==> src/rtl/fc_pkg.sv <==
package fc_pkg;
  localparam int unsigned WORD_W   = 16;
  localparam int unsigned BIT_PLOW = 12;
  localparam int unsigned BIT_PSD  = 11;
  localparam int unsigned BIT_FULL = 10;
  localparam int unsigned BIT_XOFF = 9;
  localparam int unsigned BIT_XON  = 8;
  localparam int unsigned N_FLAGS  = 3;

  // flag index order inside the sticky flag vector
  localparam int unsigned FI_FULL = 0;
  localparam int unsigned FI_PSD  = 1;
  localparam int unsigned FI_PLOW = 2;

  typedef struct packed {
    logic plow;
    logic paused;
    logic full;
  } fc_flags_t;
endpackage

==> src/rtl/fc_rst_sync.sv <==
module fc_rst_sync #(
  parameter int unsigned STAGES = 2
) (
  input  logic clk,
  input  logic rst_n,
  output logic rst_sync_n
);
  logic [STAGES-1:0] sh_q;
  logic [STAGES-1:0] sh_d;

  always_comb sh_d = {sh_q[STAGES-2:0], 1'b1};

  always_ff @(posedge clk or negedge rst_n) begin
    if (!rst_n) sh_q <= '0;
    else        sh_q <= sh_d;
  end

  assign rst_sync_n = sh_q[STAGES-1];
endmodule

==> src/rtl/fc_pause_timer.sv <==
module fc_pause_timer #(
  parameter int unsigned TMR_W = 16
) (
  input  logic             clk,
  input  logic             rst_n,
  input  logic             load,
  input  logic [TMR_W-1:0] load_val,
  input  logic             tick,
  output logic             expire,
  output logic [TMR_W-1:0] cnt
);
  logic [TMR_W-1:0] cnt_q, cnt_d;
  logic             cnt_en;
  logic             at_edge;

  always_comb begin
    at_edge = (cnt_q <= TMR_W'(1));
    expire  = tick && !load && at_edge;
    cnt_en  = load || (tick && (cnt_q != '0));
    cnt_d   = cnt_q;
    if (load)      cnt_d = load_val;
    else if (tick) cnt_d = (cnt_q != '0) ? cnt_q - TMR_W'(1) : cnt_q;
  end

  always_ff @(posedge clk or negedge rst_n) begin
    if (!rst_n)      cnt_q <= '0;
    else if (cnt_en) cnt_q <= cnt_d;
  end

  assign cnt = cnt_q;
endmodule

==> src/rtl/fc_sticky_flags.sv <==
module fc_sticky_flags #(
  parameter int unsigned NF = fc_pkg::N_FLAGS
) (
  input  logic          clk,
  input  logic          rst_n,
  input  logic [NF-1:0] set_v,
  input  logic [NF-1:0] clr_v,
  output logic [NF-1:0] flag_q
);
  for (genvar g = 0; g < NF; g++) begin : g_flag
    logic d, en;
    always_comb begin
      en = set_v[g] || clr_v[g];
      d  = set_v[g];
    end
    always_ff @(posedge clk or negedge rst_n) begin
      if (!rst_n)  flag_q[g] <= 1'b0;
      else if (en) flag_q[g] <= d;
    end
  end
endmodule

==> src/rtl/fc_xoff_ctrl.sv <==
module fc_xoff_ctrl (
  input  logic clk,
  input  logic rst_n,
  input  logic set_req,
  input  logic clr_req,
  output logic xoff_q
);
  logic xoff_d, xoff_en;

  always_comb begin
    xoff_en = set_req || clr_req;
    xoff_d  = !clr_req;
  end

  always_ff @(posedge clk or negedge rst_n) begin
    if (!rst_n)       xoff_q <= 1'b0;
    else if (xoff_en) xoff_q <= xoff_d;
  end
endmodule

==> src/rtl/pause_fc_status.sv <==
module pause_fc_status
  import fc_pkg::*;
#(
  parameter int unsigned TMR_W = 16
) (
  input  logic              clk,
  input  logic              rst_n,
  input  logic              i_qtick,
  input  logic [TMR_W-1:0]  i_pause_val,
  input  logic              i_rx_pause,
  input  logic              i_rx_pause_lo,
  input  logic              i_tx_pause,
  input  logic              i_rfd_xoff,
  input  logic              i_fifo_thr,
  input  logic              i_wr_en,
  input  logic [WORD_W-1:0] i_wr_data,
  output logic [WORD_W-1:0] o_status,
  output logic              o_xoff_req
);
  logic               rst_sync_n;
  logic               val_nz;
  logic               sw_xoff, sw_xon;
  logic               pause_cmd;
  logic               plow_set, full_set;
  logic               tmr_load, tmr_expire;
  logic [TMR_W-1:0]   tmr_cnt;
  logic [N_FLAGS-1:0] set_v, clr_v, flag_q;
  logic               xoff_q;

  fc_rst_sync #(.STAGES(2)) u_rst (
    .clk(clk), .rst_n(rst_n), .rst_sync_n(rst_sync_n)
  );

  always_comb begin
    val_nz    = (i_pause_val != '0);
    sw_xoff   = i_wr_en && i_wr_data[BIT_XOFF];
    sw_xon    = i_wr_en && i_wr_data[BIT_XON];
    pause_cmd = i_fifo_thr || i_rfd_xoff || sw_xoff;
    plow_set  = i_rx_pause_lo && val_nz;
    full_set  = i_tx_pause && val_nz;
    tmr_load  = val_nz && (i_rx_pause_lo || i_tx_pause || pause_cmd);

    set_v          = '0;
    set_v[FI_PLOW] = plow_set;
    set_v[FI_PSD]  = pause_cmd;
    set_v[FI_FULL] = full_set;

    clr_v          = {N_FLAGS{tmr_expire}};
    clr_v[FI_PLOW] = tmr_expire || i_rx_pause;
  end

  fc_pause_timer #(.TMR_W(TMR_W)) u_tmr (
    .clk(clk), .rst_n(rst_sync_n), .load(tmr_load), .load_val(i_pause_val),
    .tick(i_qtick), .expire(tmr_expire), .cnt(tmr_cnt)
  );

  fc_sticky_flags #(.NF(N_FLAGS)) u_flags (
    .clk(clk), .rst_n(rst_sync_n), .set_v(set_v), .clr_v(clr_v), .flag_q(flag_q)
  );

  fc_xoff_ctrl u_xoff (
    .clk(clk), .rst_n(rst_sync_n),
    .set_req(sw_xoff || i_rfd_xoff), .clr_req(sw_xon), .xoff_q(xoff_q)
  );

  always_comb begin
    o_status           = '0;
    o_status[BIT_PLOW] = flag_q[FI_PLOW];
    o_status[BIT_PSD]  = flag_q[FI_PSD];
    o_status[BIT_FULL] = flag_q[FI_FULL];
    o_status[BIT_XOFF] = xoff_q;
    o_xoff_req         = xoff_q;
  end
endmodule

==> config.mk <==
export PLATFORM = sky130hd
export DESIGN_NAME = pause_fc_status
export DESIGN_NICKNAME = d
export VERILOG_FILES = /design/src/rtl/fc_pkg.sv /design/src/rtl/fc_rst_sync.sv /design/src/rtl/fc_pause_timer.sv /design/src/rtl/fc_sticky_flags.sv /design/src/rtl/fc_xoff_ctrl.sv /design/src/rtl/pause_fc_status.sv
export SDC_FILE = /design/constraint.sdc
export NUM_CORES = 1
export LEC_CHECK = 0
export ABC_AREA = 0
export CORE_MARGIN = 2
export CORE_UTILIZATION = 44
export DETAILED_ROUTE_END_ITERATION = 8
export PLACE_DENSITY = 0.84
export SLEW_MARGIN = 20
export SYNTH_ARGS = -nofsm -noshare
export SYNTH_HDL_FRONTEND = slang
export SYNTH_SLANG_ARGS = --single-unit
==> constraint.sdc <==
create_clock -name clk -period 0.8 [get_ports clk]
set_input_delay 0.16 -clock clk [delete_from_list [all_inputs] [get_ports clk]]
set_output_delay 0.16 -clock clk [all_outputs]
set_load 0.005 [all_outputs]
## After elaboration in Yosys (flattened, before gate mapping)

Index checks and enable logic that the tools add are counted.

- Add/subtract/negate cells: 1
- $lt $le $gt $ge: 1
- Mux-type cells: 3
- Reductions and logical operators: 26

Operators with widths:

| cell | number |
|---|---|
| 2-to-1 mux 16 bit | 3 |
| nonzero test 16 bit | 2 |
| less-or-equal comparator 16 x 1 -> 1 bit (second input constant) | 1 |
| subtractor 16 x 1 -> 16 bit (second input constant) | 1 |
| logical OR 1 bit | 11 |
| logical AND 1 bit | 8 |
| nonzero test 2 bit | 2 |
| AND reduction 3 bit | 1 |
| logical NOT 1 bit | 2 |

- Bits in registers: 22
- Bits of input ports: 41
- Output and inout bits: 17
- Logic and storage cells: 37

## Depth between registers and ports, before layout

- Depth in word-level cells: 9
- Mapped depth: 7
- Gate-level depth less buffers: 6

## Hierarchy

A second synthesis with hierarchy kept.

- Cell total of the unflattened synthesis: 165
- Area total of the unflattened synthesis: 1456.4 um2

By module, submodules not included:

| module | times used | cells an instance | area each (um2) | sequential area each (um2) |
|---|---|---|---|---|
| fc_pause_timer | 1 | 125 | 1074.8 | 400.4 |
| pause_fc_status | 1 | 26 | 183.9 | 0.0 |
| fc_sticky_flags | 1 | 9 | 108.9 | 75.1 |
| fc_rst_sync | 1 | 3 | 53.8 | 50.0 |
| fc_xoff_ctrl | 1 | 2 | 35.0 | 25.0 |

## Worst setup path before layout

OpenSTA, ideal clock, no wires.

- Path kind: reg-to-reg
- From: register u_tmr.cnt_q[0] (netlist: u_tmr.cnt[0])
- To: register u_tmr.cnt_q[2] (netlist: u_tmr.cnt[2])
- Arrival: 1.712 ns
- Data required time: 0.718 ns
- Slack: -0.994 ns
- Cell stages (with the launch flop): 8
- Period minus slack after synthesis: 1.794 ns
- Cell sequence: dfrtp_1 -> inv_1 -> ha_1 -> nor4b_1 -> and4_1 -> buf_2 -> or3_1 -> a31oi_1

- Cells in the longest elaborated chain, start to end: 4

RTL lines:

| item | line | text |
|---|---|---|
| start: declaration | fc_pause_timer.sv:12 | `logic [TMR_W-1:0] cnt_q, cnt_d;` |
| start signal: assignment | fc_pause_timer.sv:27 | `else if (cnt_en) cnt_q <= cnt_d;` |
| subtractor 16 x 1 -> 16 bit or nonzero test 16 bit (tied branches) | fc_pause_timer.sv:22, fc_pause_timer.sv:19 |  |
| 2-to-1 mux 16 bit or logical AND 1 bit (tied branches) | fc_pause_timer.sv:22, fc_pause_timer.sv:19 |  |
| 2-to-1 mux 16 bit or logical OR 1 bit (tied branches) | fc_pause_timer.sv:22, fc_pause_timer.sv:19 |  |
| 2-to-1 mux 16 bit or AND reduction 3 bit (tied branches) | n/a |  |

Parallel ways exist; a longest one is shown, timed or not. The select of a mux whose other input is x is not followed.
A chain may end at the register's enable or synchronous reset.

## Final worst setup path

- From: register u_tmr.cnt_q[11] (netlist: u_tmr.cnt[11])
- To: register u_tmr.cnt_q[0] (netlist: u_tmr.cnt[0])

- Cells in the longest elaborated chain, start to end: 4

RTL lines:

| item | line | text |
|---|---|---|
| nonzero test 16 bit (*) | fc_pause_timer.sv:19, fc_pause_timer.sv:22 |  |
| logical AND 1 bit | fc_pause_timer.sv:19 | `cnt_en = load \|\| (tick && (cnt_q != '0));` |
| logical OR 1 bit | fc_pause_timer.sv:19 |  |
| AND reduction 3 bit (no line) (*) | n/a |  |

Every way passes the cells marked *; elsewhere a longest branch is shown, timed or not.

==> impl_metrics.yaml <==
drt:
  wl_per_cell_um: 20.2
  drt-total-wl_um: 6490
  routed_via_density: 6.16
  dr.pass1.iters: 6
  drt_first_iter_violations: 191
  vias: 1976
  ant_nets: 0
  drc: 0
setup_path:
  rr_worst_depth: 8
  start_kind: "flop"
  reg2reg_slack_ns: -1.02
  critPathLaunch: "u_tmr.cnt[11]"
  worstPathMaxFanout: 6
  timing.rr.start: "u_tmr.cnt[11]"
  crit_end: "u_tmr.cnt[0]"
  r2r_end: "u_tmr.cnt[0]"
  crit_required_ns: 1.02
  worst_ep_arrival_time_ns: 2.04
  worstSetupPathType: "reg -> reg"
  crit_path_end_kind: "flop"
synth:
  synth_edf_count: 0
  async_reset_ff_frac: 1.00
  synth_cell_types: 50
  yosysWarnings: 0
  postSynthAreaPerCell_um2: 9.32
  synth_ff_type: "dfrtp_1"
  syn_area_um2: 1550
  synth-seq-area-share: 0.356
  syn_inst: 166
  synth_seq_cells: 22
cts:
  cts_tree: "yes"
  clockBufferDepth: 2
  clock_latency_ns: 0.32
  cts.sinks: 22
  clkSlewWorstSetupHoldPaths_ns: 0.14
  cts_buffers: 3
  htree_levels: 1
  root_buffer: "clkbuf_4"
floorplan:
  rows: 21
  die_x_um: 63.3
  core_area_um2: 3360
  die-area_um2: 4010
  dieHeight_um: 63.3
  initial_core_util: 0.460
  io_pins: 58
final_layout:
  final_common_cell: "buf_4"
  final_net_count: 320
  fin_util: 0.808
  layout-drive-gt1-share: 0.487
  post_layout_nonfiller_instances: 321
  layout_common_cells: "buf_4, clkdlybuf4s50_1, dfrtp_1"
  diodes: 0
  fillers: 200
  stdcell_area_um2: 2720
  area_delta_synth_final_pct: 75.7
place:
  place.gp.congestion: 0.983
  placement.cell_area_um2: 2360
  dp_cells: 300
  pre_cts_slack_ns: -1.19
  dpl.hpwl_um: 3920
  port_buffers: 31
sta:
  slew_viol_final: 0
  hold_violations: 0
  finalSetupViolCount: 25
  rsz0062_at_grt: "true"
  period_needed_ns: 1.82
  finClkSkew_ns: 0.00203
  min_period_over_period: 2.28
  fin_ws_ns: -1.02
  max_freq_mhz: 549
status:
  outcome: "complete, but fails checks"
  violations: "negative setup slack"
power_and_ir_drop:
  power_leakage_nw: 1.14
  ir_worst_vdd_mv: 0.919
  p_total_mw: 3.07
  powerDensity_nw_per_um2: 1130
global_route:
  antenna_found_initial: 0
  first_global_vias: 2040
  grt_pass1_wl_um: 9420
  grt_util_all_layers: 0.299
  grt-ovfl-total: 0
  grt_max_degree: 21
run:
  drv_cap: 0
min_path:
  hold_path.class: "reg -> async"
-- metrics by stage --
stage	TNS [ns]	hold WS [ns]
6_report	-19.56	0.231
5_1_grt	-21.08	0.264
3_3_place_gp	-21.08	0.206
3_5_place_dp	-23.30	0.226
4_1_cts	-18.22	0.239
2_1_floorplan	-15.15	-0.136
-- how the worst min path moves through the flow --
stage,cells after the start,end,start
4_1_cts,1,u_tmr.cnt[5],u_rst.sh_q[1]
6_report,1,u_flags.flag_q[2],u_rst.sh_q[1]
5_1_grt,1,u_flags.flag_q[2],u_rst.sh_q[1]
3_3_place_gp,1,u_flags.flag_q[1],u_rst.sh_q[1]
3_5_place_dp,1,u_tmr.cnt[5],u_rst.sh_q[1]
2_1_floorplan,0,u_rst.sh_q[0],rst_n
-- routing by layer --
layer  global-route usage  share of wire
met4                0.188          0.067
met3               0.0679          0.069
met5                    0              0
met1                0.334           0.36
met2                0.512           0.51
-- what timing repair did --
| item | in CTS | in global routing |
|---|---|---|
| setup buffers | 8 | 10 |
| endpoints found under the hold margin | 2 | 0 |
| gates resized for setup | 37 | 24 |
| cloned | 0 | 0 |
| pin swaps | 18 | 11 |
| hold buffers | 1 | 0 |
| setup endpoints to repair | 25 | 25 |
-- state kept, by name (all words and copies together), names as in the netlist --
register and cells:
u_tmr.cnt 16, u_flags.flag_q 3, u_rst.sh_q 2, u_xoff.xoff_q 1
-- area by class of cell --
type	count	area, um2	share of cell area
clock buffer	3	22.5	0.00828
inverter	6	22.5	0.00828
clock inverter	1	30.0	0.0110
timing repair buffer	114	958	0.353
multi-input combinational	129	1080	0.396
sequential	22	551	0.202
tap	46	57.6	0.0212
-- report_power, final --
group	internal [mW]	switching, mW	total [mW]
Sequential	1.18	0.0815	1.26
Clock	0.507	0.393	0.900
Combinational	0.503	0.407	0.910
Total	2.19	0.882	3.07
-- cells in the mapped netlist (4+ instances only) --
cell	count	area, um2
nand2_1	6	22.5
nor2_1	6	22.5
nor3_1	12	60.1
or3_1	4	25.0
o21ai_0	6	30.0
a2bb2oi_1	6	52.6
clkbuf_1	4	15.0
inv_1	6	22.5
a31oi_1	9	56.3
buf_4	14	105
nand4_1	7	43.8
dfrtp_1	22	551
nor4_1	6	37.5
nand3_1	4	20.0
-- worst max-delay path: stages, from the launching register on --
cell and delay, ns:
dfrtp_1 0.44, buf_6 0.13, nor4_4 0.26, buf_4 0.18, buf_4 0.12, nand4_1 0.11, buf_6 0.18, a32oi_2 0.22
a2bb2oi_2 0.09
-- kinds of logic after synthesis --
family / count (synthesis) / synth area share
AOI/OAI and AO/OA: 49 / 0.239
adders and majority gates: 3 / 0.0243
buffers and inverters: 26 / 0.0986
DFF: 22 / 0.356
other: 2 / 0.00485
and+or+nand+nor: 64 / 0.277
Power figures use the tool's default switching activity.
